[config.mk]
export PLATFORM = sky130hd
export DESIGN_NAME = tsm_slave_timer
export DESIGN_NICKNAME = d
export VERILOG_FILES = /design/src/rtl/tsm_pkg.sv /design/src/rtl/tsm_sampler.sv /design/src/rtl/tsm_mode.sv /design/src/rtl/tsm_counter.sv /design/src/rtl/tsm_slave_timer.sv
export SDC_FILE = /design/constraint.sdc
export NUM_CORES = 1
export LEC_CHECK = 0
export BUFFER_PORTS_ARGS = -buffer_cell sky130_fd_sc_hd__buf_2
export CAP_MARGIN = 20
export CELL_PAD_IN_SITES_DETAIL_PLACEMENT = 2
export CELL_PAD_IN_SITES_GLOBAL_PLACEMENT = 2
export CORE_UTILIZATION = 35
export CTS_CLUSTER_DIAMETER = 60
export DETAILED_ROUTE_END_ITERATION = 10
export MAX_ROUTING_LAYER = met4
export PLACE_DENSITY_LB_ADDON = 0.25
export SLEW_MARGIN = 20
export SYNTH_ARGS = -nofsm -noshare
export SYNTH_HDL_FRONTEND = slang
export SYNTH_SLANG_ARGS = --single-unit
[constraint.sdc]
create_clock -name clk -period 7.65 [get_ports clk]
set_clock_uncertainty 0.15 [all_clocks]
set_input_delay 1.53 -clock clk [delete_from_list [all_inputs] [get_ports clk]]
set_output_delay 1.53 -clock clk [all_outputs]
set_load 0.02 [all_outputs]
[src/rtl/tsm_pkg.sv]
package tsm_pkg;

    localparam int MODE_W = 4;
    localparam int NUM_IN = 3;
    localparam int IDX_TI1 = 0;
    localparam int IDX_TI2 = 1;
    localparam int IDX_TRG = 2;

    typedef enum logic [MODE_W-1:0] {
        M_OFF    = 4'd0,
        M_ENC1   = 4'd1,
        M_ENC2   = 4'd2,
        M_ENC3   = 4'd3,
        M_RESET  = 4'd4,
        M_GATED  = 4'd5,
        M_TRIG   = 4'd6,
        M_EXTCLK = 4'd7,
        M_COMBO  = 4'd8
    } mode_e;

    typedef struct packed {
        logic up;
        logic dn;
        logic reinit;
    } step_cmd_t;

    function automatic mode_e decode_mode(input logic [MODE_W-1:0] raw);
        if (raw > 4'd8) begin
            return M_OFF;
        end
        return mode_e'(raw);
    endfunction

    function automatic logic is_encoder(input mode_e m);
        return (m == M_ENC1) || (m == M_ENC2) || (m == M_ENC3);
    endfunction

endpackage

[src/rtl/tsm_sampler.sv]
module tsm_sampler #(
    parameter int W = 3
) (
    input  logic         clk,
    input  logic         rst_n,
    input  logic [W-1:0] in_i,
    output logic [W-1:0] lvl_o,
    output logic [W-1:0] rise_o,
    output logic [W-1:0] chg_o
);

    typedef struct packed {
        logic [W-1:0] cur;
        logic [W-1:0] prv;
    } smp_t;

    smp_t smp_d, smp_q;

    always_comb begin
        smp_d     = smp_q;
        smp_d.cur = in_i;
        smp_d.prv = smp_q.cur;
    end

    always_ff @(posedge clk or negedge rst_n) begin
        if (!rst_n) begin
            smp_q <= '0;
        end else begin
            smp_q <= smp_d;
        end
    end

    for (genvar g = 0; g < W; g++) begin : g_bit
        assign lvl_o[g]  = smp_q.cur[g];
        assign rise_o[g] = smp_q.cur[g] & ~smp_q.prv[g];
        assign chg_o[g]  = smp_q.cur[g] ^ smp_q.prv[g];
    end

endmodule

[src/rtl/tsm_mode.sv]
module tsm_mode
    import tsm_pkg::*;
(
    input  logic              clk,
    input  logic              rst_n,
    input  logic [MODE_W-1:0] mode_raw_i,
    input  logic              sw_en_i,
    input  logic [1:0]        ti_lvl_i,
    input  logic [1:0]        ti_chg_i,
    input  logic              trg_lvl_i,
    input  logic              trg_rise_i,
    output step_cmd_t         cmd_o,
    output logic              run_o,
    output logic              dir_down_o
);

    typedef struct packed {
        logic run;
        logic sw_prv;
        logic dir;
    } ctl_t;

    ctl_t      ctl_d, ctl_q;
    mode_e     mode;
    step_cmd_t cmd;
    logic      start_evt;
    logic      sw_fall;
    logic      enc_hit;
    logic      enc_up;

    always_comb begin
        mode      = decode_mode(mode_raw_i);
        start_evt = trg_rise_i && ((mode == M_TRIG) || (mode == M_COMBO));
        sw_fall   = !sw_en_i && ctl_q.sw_prv;

        ctl_d        = ctl_q;
        ctl_d.sw_prv = sw_en_i;
        if (sw_en_i) begin
            ctl_d.run = 1'b1;
        end else if (start_evt) begin
            ctl_d.run = 1'b1;
        end else if (sw_fall) begin
            ctl_d.run = 1'b0;
        end

        cmd     = '0;
        enc_hit = 1'b0;
        enc_up  = 1'b0;
        case (mode)
            M_ENC1: begin
                enc_hit = ti_chg_i[0];
                enc_up  = ti_lvl_i[0] != ti_lvl_i[1];
            end
            M_ENC2: begin
                enc_hit = ti_chg_i[1];
                enc_up  = ti_lvl_i[1] == ti_lvl_i[0];
            end
            M_ENC3: begin
                enc_hit = ti_chg_i[0] ^ ti_chg_i[1];
                if (ti_chg_i[0]) begin
                    enc_up = ti_lvl_i[0] != ti_lvl_i[1];
                end else begin
                    enc_up = ti_lvl_i[1] == ti_lvl_i[0];
                end
            end
            M_RESET, M_COMBO: begin
                if (trg_rise_i) begin
                    cmd.reinit = 1'b1;
                end else begin
                    cmd.up = ctl_q.run;
                end
            end
            M_GATED:  cmd.up = ctl_q.run && trg_lvl_i;
            M_EXTCLK: cmd.up = ctl_q.run && trg_rise_i;
            default:  cmd.up = ctl_q.run;
        endcase

        if (enc_hit && ctl_q.run) begin
            cmd.up = enc_up;
            cmd.dn = !enc_up;
        end

        if (!is_encoder(mode)) begin
            ctl_d.dir = 1'b0;
        end else if (cmd.up || cmd.dn) begin
            ctl_d.dir = cmd.dn;
        end
    end

    always_ff @(posedge clk or negedge rst_n) begin
        if (!rst_n) begin
            ctl_q <= '0;
        end else begin
            ctl_q <= ctl_d;
        end
    end

    assign cmd_o      = cmd;
    assign run_o      = ctl_q.run;
    assign dir_down_o = ctl_q.dir;

    // a low gate in mode 5 never lets a step through
    p_gate_hold_r8: assert property (@(posedge clk) disable iff (!rst_n)
        (mode_raw_i == 4'd5 && !trg_lvl_i) |-> !(cmd_o.up || cmd_o.dn));

    // enable rises only from software or from a start trigger
    p_start_cause_r13: assert property (@(posedge clk) disable iff (!rst_n)
        $rose(run_o) |-> ($past(sw_en_i)
                          || $past(trg_rise_i && (mode_raw_i == 4'd6 || mode_raw_i == 4'd8))));

    // outside the encoder modes the direction flag reads 0
    p_dir_fixed_r6: assert property (@(posedge clk) disable iff (!rst_n)
        (mode_raw_i == 4'd0 || mode_raw_i > 4'd3) |=> !dir_down_o);

endmodule

[src/rtl/tsm_counter.sv]
module tsm_counter
    import tsm_pkg::*;
#(
    parameter int CW = 16
) (
    input  logic          clk,
    input  logic          rst_n,
    input  step_cmd_t     cmd_i,
    input  logic [CW-1:0] arr_i,
    output logic [CW-1:0] cnt_o,
    output logic          upd_o
);

    localparam logic [CW-1:0] ONE = CW'(1);

    typedef struct packed {
        logic [CW-1:0] cnt;
        logic          upd;
    } cnt_t;

    cnt_t cnt_d, cnt_q;

    always_comb begin
        cnt_d     = cnt_q;
        cnt_d.upd = 1'b0;
        if (cmd_i.reinit) begin
            cnt_d.cnt = '0;
            cnt_d.upd = 1'b1;
        end else if (cmd_i.up) begin
            if (cnt_q.cnt >= arr_i) begin
                cnt_d.cnt = '0;
                cnt_d.upd = 1'b1;
            end else begin
                cnt_d.cnt = cnt_q.cnt + ONE;
            end
        end else if (cmd_i.dn) begin
            if (cnt_q.cnt == '0) begin
                cnt_d.cnt = arr_i;
                cnt_d.upd = 1'b1;
            end else begin
                cnt_d.cnt = cnt_q.cnt - ONE;
            end
        end
    end

    always_ff @(posedge clk or negedge rst_n) begin
        if (!rst_n) begin
            cnt_q <= '0;
        end else begin
            cnt_q <= cnt_d;
        end
    end

    assign cnt_o = cnt_q.cnt;
    assign upd_o = cnt_q.upd;

    // the mode logic asks for at most one action per cycle
    p_one_cmd_r7: assert property (@(posedge clk) disable iff (!rst_n)
        $onehot0({cmd_i.up, cmd_i.dn, cmd_i.reinit}));

    // an update leaves the counter at one of the two range ends
    p_wrap_value_r3: assert property (@(posedge clk) disable iff (!rst_n)
        upd_o |-> (cnt_o == '0 || cnt_o == $past(arr_i)));

    // without an update the counter moves by one at most
    p_step_size_r2: assert property (@(posedge clk) disable iff (!rst_n)
        (!upd_o && cnt_o != $past(cnt_o)) |->
            (cnt_o == $past(cnt_o) + ONE || cnt_o == $past(cnt_o) - ONE));

    // a reinitialisation clears the counter and pulses update
    p_reinit_r11: assert property (@(posedge clk) disable iff (!rst_n)
        cmd_i.reinit |=> (cnt_o == '0 && upd_o));

endmodule

[src/rtl/tsm_slave_timer.sv]
module tsm_slave_timer
    import tsm_pkg::*;
#(
    parameter int CNT_W = 16
) (
    input  logic              clk,
    input  logic              rst_n,
    input  logic [MODE_W-1:0] mode_i,
    input  logic              sw_en_i,
    input  logic              trig_i,
    input  logic              trig_pol_i,
    input  logic              ti1_i,
    input  logic              ti2_i,
    input  logic [CNT_W-1:0]  arr_i,
    output logic [CNT_W-1:0]  count_o,
    output logic              dir_down_o,
    output logic              update_o,
    output logic              run_o
);

    logic [NUM_IN-1:0] raw_in;
    logic [NUM_IN-1:0] lvl;
    logic [NUM_IN-1:0] rise;
    logic [NUM_IN-1:0] chg;
    step_cmd_t         cmd;

    always_comb begin
        raw_in          = '0;
        raw_in[IDX_TI1] = ti1_i;
        raw_in[IDX_TI2] = ti2_i;
        raw_in[IDX_TRG] = trig_i ^ trig_pol_i;
    end

    tsm_sampler #(.W(NUM_IN)) u_smp (
        .clk    (clk),
        .rst_n  (rst_n),
        .in_i   (raw_in),
        .lvl_o  (lvl),
        .rise_o (rise),
        .chg_o  (chg)
    );

    tsm_mode u_mode (
        .clk        (clk),
        .rst_n      (rst_n),
        .mode_raw_i (mode_i),
        .sw_en_i    (sw_en_i),
        .ti_lvl_i   ({lvl[IDX_TI2], lvl[IDX_TI1]}),
        .ti_chg_i   ({chg[IDX_TI2], chg[IDX_TI1]}),
        .trg_lvl_i  (lvl[IDX_TRG]),
        .trg_rise_i (rise[IDX_TRG]),
        .cmd_o      (cmd),
        .run_o      (run_o),
        .dir_down_o (dir_down_o)
    );

    tsm_counter #(.CW(CNT_W)) u_cnt (
        .clk   (clk),
        .rst_n (rst_n),
        .cmd_i (cmd),
        .arr_i (arr_i),
        .cnt_o (count_o),
        .upd_o (update_o)
    );

    logic unused_rise_ti;
    assign unused_rise_ti = rise[IDX_TI1] ^ rise[IDX_TI2] ^ chg[IDX_TRG];

endmodule

==> results of run 1 <==
## final cells by class
cell class,count,area (µm²)
clock inverter,1,30.0
fill,843,4050
multi-input combinational,241,1650
inverter,30,113
timing repair buffer,48,251
tap,96,120
clock buffer,3,41.3
sequential,26,651
## report_power, final
part	internal [mW]	switching (mW)	total, mW	leakage, nW
logic	0.127	0.182	0.309	0.921
registers	0.163	0.0787	0.241	0.321
clock network	0.0701	0.0485	0.119	0.0357
## worst max-delay path, cell delays in order
cell,delay [ps]
buf_2,110
ha_1,270
nand2b_1,130
a2111oi_0,390
o31a_1,230
o211ai_1,220
o21ai_4,600
a31oi_1,170
o21ai_0,180
## logic make-up (layout without fill, tap and decap cells)
| family | Yosys count | count (layout) | synth area share, % |
|---|---|---|---|
| compound gates | 79 | 79 | 22.0 |
| mux | 3 | 3 | 1.68 |
| xor+xnor | 18 | 18 | 6.22 |
| fa+ha+maj | 19 | 19 | 9.38 |
| simple gates | 122 | 122 | 25.7 |
| flops | 26 | 26 | 25.7 |
| buf+inv | 51 | 82 | 9.33 |
## worst paths after layout
| check | cells past startpoint | start | endpoint |
|---|---|---|---|
| max in group asynchronous | 1 | rst_n | u_cnt.cnt_o[13] |
| hold / removal | 0 | u_smp.lvl_o[2] | u_smp.smp_q[2] |
| hold reg to reg | 0 | u_smp.lvl_o[2] | u_smp.smp_q[2] |
| setup / recovery | 9 | arr_i[0] | u_cnt.cnt_o[15] |
| setup reg to reg | 9 | u_cnt.cnt_o[0] | u_cnt.cnt_o[15] |
| min in group asynchronous | 1 | rst_n | u_cnt.cnt_o[7] |
## synth_stat cells (2+ instances only)
master,number,area (µm²)
dfrtp_1,26,651
a32o_1,3,30.0
or3b_4,2,22.5
or4bb_1,2,22.5
o2111ai_1,2,17.5
nor3_1,14,70.1
a31oi_1,7,43.8
a21boi_0,4,30.0
nor4_1,4,25.0
o21ai_0,18,90.1
inv_1,30,113
nand3_1,17,85.1
buf_6,4,45.0
mux2i_1,2,20.0
nand2_1,25,93.8
xor2_1,7,61.3
nor2_1,30,113
o31ai_1,3,22.5
clkbuf_1,7,26.3
and3_1,2,12.5
ha_1,19,238
nand4_1,9,56.3
a211oi_2,3,37.5
o21ai_1,7,35.0
nor2b_1,2,12.5
nand2b_1,2,12.5
xnor2_1,11,96.3
buf_2,9,45.0
a21oi_1,11,55.1
a22o_1,3,26.3
nand4b_1,2,17.5
a211oi_1,2,15.0
o211ai_1,4,30.0
## flip-flops by register name, summed over array words and instances, names as in the netlist
name / flops
u_smp.lvl_o: 3
u_cnt.upd_o: 1
u_mode.ctl_q: 1
u_mode.dir_down_o: 1
u_mode.run_o: 1
u_smp.smp_q: 3
u_cnt.cnt_o: 16
## through the flow
stage	instance area (µm²)	cells	setup WS, ps	power, mW
6_report	2850	445	3870	0.669
5_1_grt	2850	445	3550	0.731
4_1_cts	2840	444	3840	0.676
3_5_place_dp	2770	440	3560	0.554
3_3_place_gp	2770	440	3660	0.539
2_1_floorplan	2530	318	4180	0.460
## cell usage in the layout, fill, tap and decap left out, drive strengths merged, types with 9 or more instances in the layout
cell type	instances
buf	48
nor2	31
inv	30
dfrtp	26
o21ai	26
nand2	25
ha	19
nand3	17
nor3	15
a21oi	11
xnor2	11
nand4	9
## per-layer routing
| layer | track usage [%] | vias up | share of wire, % |
|---|---|---|---|
| li1 | - | 1205 | - |
| met3 | 1.61 | 2 | 2.4 |
| met2 | 42.2 | 32 | 49 |
| met5 | - | - | 0 |
| met4 | 3.33 | 0 | 0.41 |
| met1 | 32.5 | 1226 | 48 |
==> results by group, run 1 <==
Clocking
  • Clk_lat worst skew: 280 ps
  • CTS tree: yes
  • CTS Sinks: 26
  • Clock-pin slew on the worst setup and hold paths: 100 ps
  • CTS Buf Count: 3
  • CTS Hold Bufs: 0
  • Clk root buf: clkbuf_8
  • Post-CTS resize count: 0
  • H-tree levels: 1
  • Setup bufs post-CTS: 0
  • Clk buf depth: 2

Timing
  • FMAX: 264 MHz
  • Pins Over Slew Limit: 0
  • Worst hold slack: 267 ps
  • Worst-Margin Slew: 844 ps
  • Crit share post-route: 49.5%
  • Max-slew headroom: 43.6%
  • Setup TNS: 0 ps
  • RSZ-0062 raised after global routing: false
  • Final Hold Fails: 0
  • Minimum clock period: 3780 ps
  • Final setup fails: 0

Layout
  • Layout area overhead: 12.6%
  • Layout cells sized above 1: 19.2%
  • # nets final: 396
  • Fin util: 41.3%
  • Inserted Diodes: 0

Worst setup path
  • WP data required: 7700 ps
  • Startpoint Class: primary input
  • WP data arrival: 3830 ps
  • Setup CP Type: primary input to register
  • Crit. End Element: register
  • Crit Path Max Fanout: 23
  • R2r setup slk: 4590 ps

Drt
  • Wire per inst: 18.2 µm
  • Total wire length: 8.09 mm
  • DRC viols: 0
  • Initial DRC Count: 101
  • Drt via density: 5.54
  • DR pass1 iterations: 4
  • Vias: 2465
  • Antenna Violating Nets Remaining: 0

Logic synthesis
  • Mapped Area: 2530 µm²
  • Register area share after synthesis: 25.7%
  • Ys Warns: 0
  • Main synth FF type: dfrtp_1
  • Synth cell types: 58
  • Mean area per synthesized cell: 7.97 µm²
  • EDFF count, synth: 0
  • Seq cells post-synth: 26
  • Cell count after synthesis: 318
  • Synthesized Nets: 364
  • Ys async rst share: 100%

Place
  • Port Buffers: 45
  • Post-DP HPWL: 6.12 mm
  • Routability cong.: 0.732

Global routing
  • Initial antenna violation count: 0
  • Vias in the first global route: 2629
  • Largest net degree at the start of global routing: 27
  • GRT Util Overall: 24.5%
  • Gr ovfl total: 0
  • First-pass GRT wire length: 14.0 mm

Die
  • I/O pin total: 46
  • Initial Utilization: 36.7%
  • Die Span Y: 87.1 µm
  • Die area: 7580 µm²
  • Total core area: 6910 µm²
  • Die Wd: 87.1 µm
  • Std cell rows: 30

Outcome
  • Status: finished, final reports clean

Power
  • Pwr dens: 235 nW/µm²
  • Peak supply drop: 0.102 mV
  • Leak Pwr: 1.28 nW

Hold path
  • HP Class: register to register

Run
  • Max_cap viols: 0
No activity file was read; power rests on OpenSTA's default activity.
==> run 2: changes to the inputs <==
- ABC_AREA: default -> 1
- CORE_UTILIZATION: 35 -> 30
- clock period: 7.65 -> 3.8 ns (I/O delays scaled with it)
==> results by group, run 2 <==
Layout
  • Layout cells sized above 1: 12.0% (-7.2 points)
  • Layout Cells excl Fill: 662 (+49%)
  • Fin util: 34.7% (-6.6 points)
  • Inserted Diodes: 0 (unchanged)
  • FILL cells: 1251 (+48%)
  • Most frequent cells in the layout: 202 x nand2_1, 65 x inv_1, 52 x nor2_1
  • # nets final: 581 (+47%)
  • Commonest non-fill, non-tap cell in the layout: nand2_1
  • Max reg flops: 16 (unchanged)
  • Layout area overhead: 10.5%

Die
  • Die area: 10300 µm² (+35%)
  • Die Wd: 101 µm (+16%)
  • Std cell rows: 35 (+17%)
  • Die Span Y: 101 µm (+16%)
  • Initial Utilization: 31.4% (-5.3 points)
  • Total core area: 9420 µm² (+36%)
  • I/O pin total: 46 (unchanged)

Logic synthesis
  • EDFF count, synth: 0 (unchanged)
  • Biggest area consumer among synthesized cells: nand2_1
  • Ranking of synthesized cells by area: nand2_1 26%, dfrtp_1 22%, inv_1 8.2%
  • Count leader, synth: nand2_1
  • Seq cells post-synth: 26 (unchanged)
  • Mapped Area: 2960 µm² (+17%)
  • Synthesized Nets: 548 (+51%)
  • Cell count after synthesis: 502 (+58%)
  • Synth cell types: 28 (-52%)
  • Commonest cells post-synth: 202 x nand2_1, 65 x inv_1, 52 x nor2_1, 31 x nand3_1, 26 x dfrtp_1
  • Mean area per synthesized cell: 5.89 µm² (-26%)
  • Ys async rst share: 100% (unchanged)
  • Ys Warns: 0 (unchanged)
  • Register area share after synthesis: 22.0% (-3.7 points)
  • Main synth FF type: dfrtp_1
  • Synth top area share: 25.6% (-0.055 points)

Clocking
  • Clock-pin slew on the worst setup and hold paths: 110 ps (about the same)
  • CTS Buf Count: 3 (unchanged)
  • CTS Hold Bufs: 0 (unchanged)
  • Clk root buf: clkbuf_8
  • CTS Sinks: 26 (unchanged)
  • Clk buf depth: 2 (unchanged)
  • CTS tree: yes
  • Setup bufs post-CTS: 0 (unchanged)
  • Clk_lat worst skew: 280 ps (about the same)
  • H-tree levels: 1 (unchanged)
  • Post-CTS resize count: 0 (unchanged)

Drt
  • DRC viols: 0 (unchanged)
  • DR pass1 iterations: 4 (unchanged)
  • Initial DRC Count: 98 (-3.0%)
  • Wire per inst: 16.2 µm (-11%)
  • Drt via density: 5.03 (-9.1%)
  • Vias: 3332 (+35%)
  • Antenna Violating Nets Remaining: 0 (unchanged)
  • Total wire length: 10.7 mm (+33%)

Timing
  • Final setup fails: 0 (unchanged)
  • Worst-Margin Slew: 767 ps (-76.7 ps)
  • Final Hold Fails: 0 (unchanged)
  • Max-slew headroom: 48.7% (+5.2 points)
  • Minimum clock period: 3020 ps
  • RSZ-0062 raised after global routing: false
  • Pins Over Slew Limit: 0 (unchanged)
  • Setup TNS: 0 ps (unchanged)
  • Crit share post-route: 79.5%
  • FMAX: 331 MHz

Global routing
  • GRT Util Overall: 23.3% (-1.3 points)
  • Vias in the first global route: 3621 (+38%)
  • First-pass GRT wire length: 18.0 mm (+29%)
  • Gr ovfl total: 0 (unchanged)
  • Largest net degree at the start of global routing: 27 (unchanged)
  • Initial antenna violation count: 0 (unchanged)

Power
  • Peak supply drop: 0.238 mV (+130%)
  • Seq pwr share: 30.5% (-5.6 points)
  • Leak Pwr: 1.86 nW (+45%)
  • Clock power frac: 10.1% (-7.6 points)
  • Pwr dens: 526 nW/µm² (+120%)
  • Int Pwr: 0.771 mW (+110%)
  • Logic pwr share: 59.3% (+13 points)
  • Psw: 0.950 mW (+210%)
  • Sw Ratio: 55.2% (+9.0 points)

Worst setup path
  • CP bufs+invs: 2 (+1)
  • WP data required: 3830 ps (-3870 ps)
  • Crit. End Element: register
  • Slowest CP cell: nand3_1
  • Startpoint Class: primary input
  • R2R cell count: 8 (-1)
  • Critical Path Max Stage Delay: 700 ps (+100 ps)
  • Setup CP Type: primary input to register
  • Worst-path cell chain: buf_2 > inv_1 > ha_1 > nand2_1 > nor3_1 > nand3_1 > nand3_1 > nor2_1 > nand2_1 > nand3_1
  • WP data arrival: 3050 ps (-780 ps)
  • CP delay by family, top: simple AND/OR/NAND/NOR gates
  • CP Depth: 10 (+1)
  • Crit Path Max Fanout: 16 (-30%)
  • CP most frequent cell: nand3_1

Run
  • Max_cap viols: 0 (unchanged)

Hold path
  • Hold depth: 0 (unchanged)
  • HP Class: register to register

Place
  • Post-DP HPWL: 8.40 mm (+37%)
  • Port Buffers: 45 (unchanged)
  • Routability cong.: 0.822 (+12%)
  • Placed Instances: 659 (+50%)

Outcome
  • Status: finished, final reports clean
## run 2: cell types whose count changed in the layout (fill, tap and decap cells not counted), moves of 7 or more
cell / change
nand3_1: +14
a31oi_1: -7
xnor2_1: -8
nand4_1: +14
nor2_1: +22
inv_1: +35
nor3_1: -13
xor2_1: +7
nand2_1: +177
## run 2: stage by stage
stage	area [µm²]	setup WS [ps]	hold slack [ps]	power [mW]
final	3270	778	260	1.72
after global placement	3230	516	242	1.51
after detailed placement	3230	431	244	1.56
after CTS	3270	723	267	1.74
after floorplan	2960	1450	199	1.24
after global routing	3270	578	276	1.90
## run 2: power groups by stage
stage / combinational, mW / clock (mW) / sequential, mW
floorplan: 0.741 / 0 / 0.504
global placement: 0.977 / 0 / 0.529
detailed placement: 1.03 / 0 / 0.531
CTS: 1.03 / 0.179 / 0.526
global route: 1.17 / 0.189 / 0.546
finish: 1.02 / 0.174 / 0.526
## run 2: final cells by class
| cell class | count | area [µm²] | share of cell area, % |
|---|---|---|---|
| Inverter | 68 | 258 | 7.88 |
| Multi-Input combinational cell | 390 | 1930 | 58.9 |
| Tap cell | 129 | 161 | 4.93 |
| Timing Repair Buffer | 46 | 233 | 7.12 |
| Clock buffer | 3 | 41.3 | 1.26 |
| Sequential cell | 26 | 651 | 19.9 |
## run 2: layer usage
layer / global-route usage, % / wire length [µm] / part of all wire [%] / up-vias
met1: 27.6 / 4770 / 44 / 1657
met5: - / 0 / 0 / -
met4: 4.79 / 91 / 0.85 / 0
met3: 1.66 / 275 / 2.6 / 4
met2: 43.1 / 5610 / 52 / 47
li1: - / - / - / 1624
## run 2: path summary, 6_finish.rpt
kind	startpoint	end	slack, ps
min reg2reg	u_smp.lvl_o[2]	u_smp.smp_q[2]	260
max	arr_i[15]	u_cnt.cnt_o[14]	780
min	u_smp.lvl_o[2]	u_smp.smp_q[2]	260
max in group asynchronous	rst_n	u_cnt.cnt_o[7]	2710
min in group asynchronous	rst_n	u_cnt.cnt_o[9]	350
max reg2reg	u_cnt.cnt_o[11]	u_cnt.cnt_o[14]	820
## run 2: cells by family after synthesis
kind of cell,synth area share (%)
DFF,22.0
xor gates and xnor gates,5.03
AOI/OAI and AO/OA,5.79
adders and majority gates,8.03
buffers and inverters,12.9
and+or+nand+nor,46.3
## run 2: worst register-to-register path, delay by kind of cell (launching register included)
family | cells | cell delay, ps
adder cells (fa/ha/maj) | 1 | 390
flip-flops | 1 | 540
AND/OR/NAND/NOR | 7 | 1800
==> run 3: changes to the inputs <==
- clock period: 3.8 -> 3 ns (I/O delays scaled with it)
==> results by group, run 3 (synthesis gave the netlist of run 2 again) <==
Die
  • Die area: 10300 µm² (unchanged)
  • Initial Utilization: 31.4% (unchanged)
  • Std cell rows: 35 (unchanged)
  • I/O pin total: 46 (unchanged)
  • Total core area: 9420 µm² (unchanged)
  • Die Span Y: 101 µm (unchanged)
  • Die Wd: 101 µm (unchanged)

Power
  • Int Pwr: 1.11 mW (+43%)
  • Sw Ratio: 53.2% (-2.0 points)
  • Clock power frac: 13.7% (+3.6 points)
  • Peak supply drop: 0.247 mV (+3.8%)
  • Pwr dens: 704 nW/µm² (+34%)
  • Leak Pwr: 1.90 nW (+2.5%)
  • Logic pwr share: 61.4% (+2.1 points)
  • Psw: 1.25 mW (+32%)
  • Seq pwr share: 24.9% (-5.6 points)

Drt
  • Initial DRC Count: 90 (-8.2%)
  • Wire per inst: 17.0 µm (+4.9%)
  • Vias: 3385 (+1.6%)
  • DR pass1 iterations: 4 (unchanged)
  • Antenna Violating Nets Remaining: 0 (unchanged)
  • Total wire length: 11.4 mm (+6.2%)
  • DRC viols: 0 (unchanged)
  • Drt via density: 5.05 (+0.38%)

Layout
  • Inserted Diodes: 0 (unchanged)
  • Layout cells sized above 1: 13.3% (+1.3 points)
  • Multi-input logic area: 1930 µm² (unchanged)
  • FILL cells: 1226 (-2.0%)
  • Layout area overhead: 13.3%
  • Max reg flops: 16 (unchanged)
  • Final instance area: 3350 µm² (+2.5%)
  • # nets final: 588 (+1.2%)
  • Register area: 651 µm² (unchanged)
  • Most frequent cells in the layout: 202 x nand2_1, 65 x inv_1, 52 x nor2_1
  • Fin util: 35.6% (+0.88 points)
  • Commonest non-fill, non-tap cell in the layout: nand2_1

Clocking
  • Clk root buf: clkbuf_8
  • CTS Sinks: 26 (unchanged)
  • CTS Buf Count: 3 (unchanged)
  • H-tree levels: 1 (unchanged)
  • Clk_lat worst skew: 300 ps (+20 ps)
  • CTS tree: yes
  • CTS Hold Bufs: 0 (unchanged)
  • Post-CTS resize count: 0 (unchanged)
  • Clock-pin slew on the worst setup and hold paths: 120 ps (about the same)
  • Setup bufs post-CTS: 0 (unchanged)
  • Clk buf depth: 2 (unchanged)

Place
  • Post-DP HPWL: 8.67 mm (+3.2%)
  • Routability cong.: 0.839 (+2.0%)
  • Placed Area: 3280 µm² (+1.6%)
  • Port Buffers: 45 (unchanged)
  • DP Worst Slack: -45.1 ps (-476 ps)

Timing
  • Minimum clock period: 2800 ps
  • Final Hold Fails: 0 (unchanged)
  • FMAX: 357 MHz
  • Worst setup slack after layout: 201 ps (-576 ps)
  • Worst hold slack: 174 ps (-86.0 ps)
  • RSZ-0062 raised after global routing: false
  • Final setup fails: 0 (unchanged)
  • Pins Over Slew Limit: 0 (unchanged)
  • Worst-Margin Slew: 687 ps (-79.9 ps)
  • Crit share post-route: 93.3%
  • Max-slew headroom: 54.2% (+5.5 points)

Worst setup path
  • Startpoint Class: register
  • Crit. End Element: register
  • Crit Path Max Fanout: 10 (-6)
  • WP data required: 3030 ps (-800 ps)
  • WP data arrival: 2830 ps (-220 ps)
  • Setup CP Type: register to register

Global routing
  • Largest net degree at the start of global routing: 27 (unchanged)
  • Vias in the first global route: 3778 (+4.3%)
  • First-pass GRT wire length: 18.8 mm (+4.5%)
  • GRT Util Overall: 24.7% (+1.4 points)
  • Initial antenna violation count: 0 (unchanged)
  • Gr ovfl total: 0 (unchanged)

Outcome
  • Status: finished, final reports clean

Run
  • Max_cap viols: 0 (unchanged)

Hold path
  • HP Class: primary input to asynchronous set/reset pin
-- run 3: layout make-up --
type	instances	area share, %
Multi-Input combinational cell	390	57.5
Sequential cell	26	19.4
Timing Repair Buffer	53	8.51
Inverter	68	7.69
Tap cell	129	4.81
Clock buffer	3	1.23
Clock inverter	1	0.896
-- run 3: layer usage --
metal | vias to the layer above | track usage (%) | part of all wire, %
met5 | - | - | 0
met4 | 0 | 4.35 | 1.1
met3 | 10 | 2.76 | 2.3
met2 | 50 | 45.9 | 52
met1 | 1690 | 28.6 | 44
li1 | 1635 | - | -
-- run 3: through the flow --
stage | power, mW | setup TNS, ps | std cells
6_report | 2.36 | 0 | 670
5_1_grt | 2.59 | 0 | 670
4_1_cts | 2.38 | 0 | 670
3_5_place_dp | 2.03 | -328 | 666
3_3_place_gp | 1.96 | 0 | 666
2_1_floorplan | 1.58 | 0 | 502
-- run 3: path summary, 6_finish.rpt --
kind                                 from              end  slack (ps)  cells after the start
max in group asynchronous           rst_n  u_mode.ctl_q[1]        2060                      1
max reg2reg                u_cnt.cnt_o[8]   u_cnt.cnt_o[4]         200                      9
min in group clk                    ti1_i   u_smp.lvl_o[0]         260                      1
min                                 rst_n   u_cnt.cnt_o[9]         170                      1
max                        u_cnt.cnt_o[8]   u_cnt.cnt_o[4]         200                      9
min reg2reg                u_smp.lvl_o[2]   u_smp.smp_q[2]         270                      0
-- run 3: power by group through the flow --
| stage | sequential [mW] | combinational (mW) | clock, mW |
|---|---|---|---|
| 2_1_floorplan | 0.638 | 0.939 | 0 |
| 3_3_place_gp | 0.591 | 1.36 | 0 |
| 3_5_place_dp | 0.593 | 1.44 | 0 |
| 4_1_cts | 0.587 | 1.46 | 0.332 |
| 5_1_grt | 0.604 | 1.64 | 0.341 |
| 6_report | 0.587 | 1.45 | 0.324 |
-- run 3: critical path, cell delays in order, from the launching register on --
cell	delay (ps)
dfrtp_1	530
ha_1	350
nand4_1	110
nor3_1	420
nand3_1	460
buf_4	350
nand4_1	110
nand2_1	70
nand2_1	70
nand2_1	50
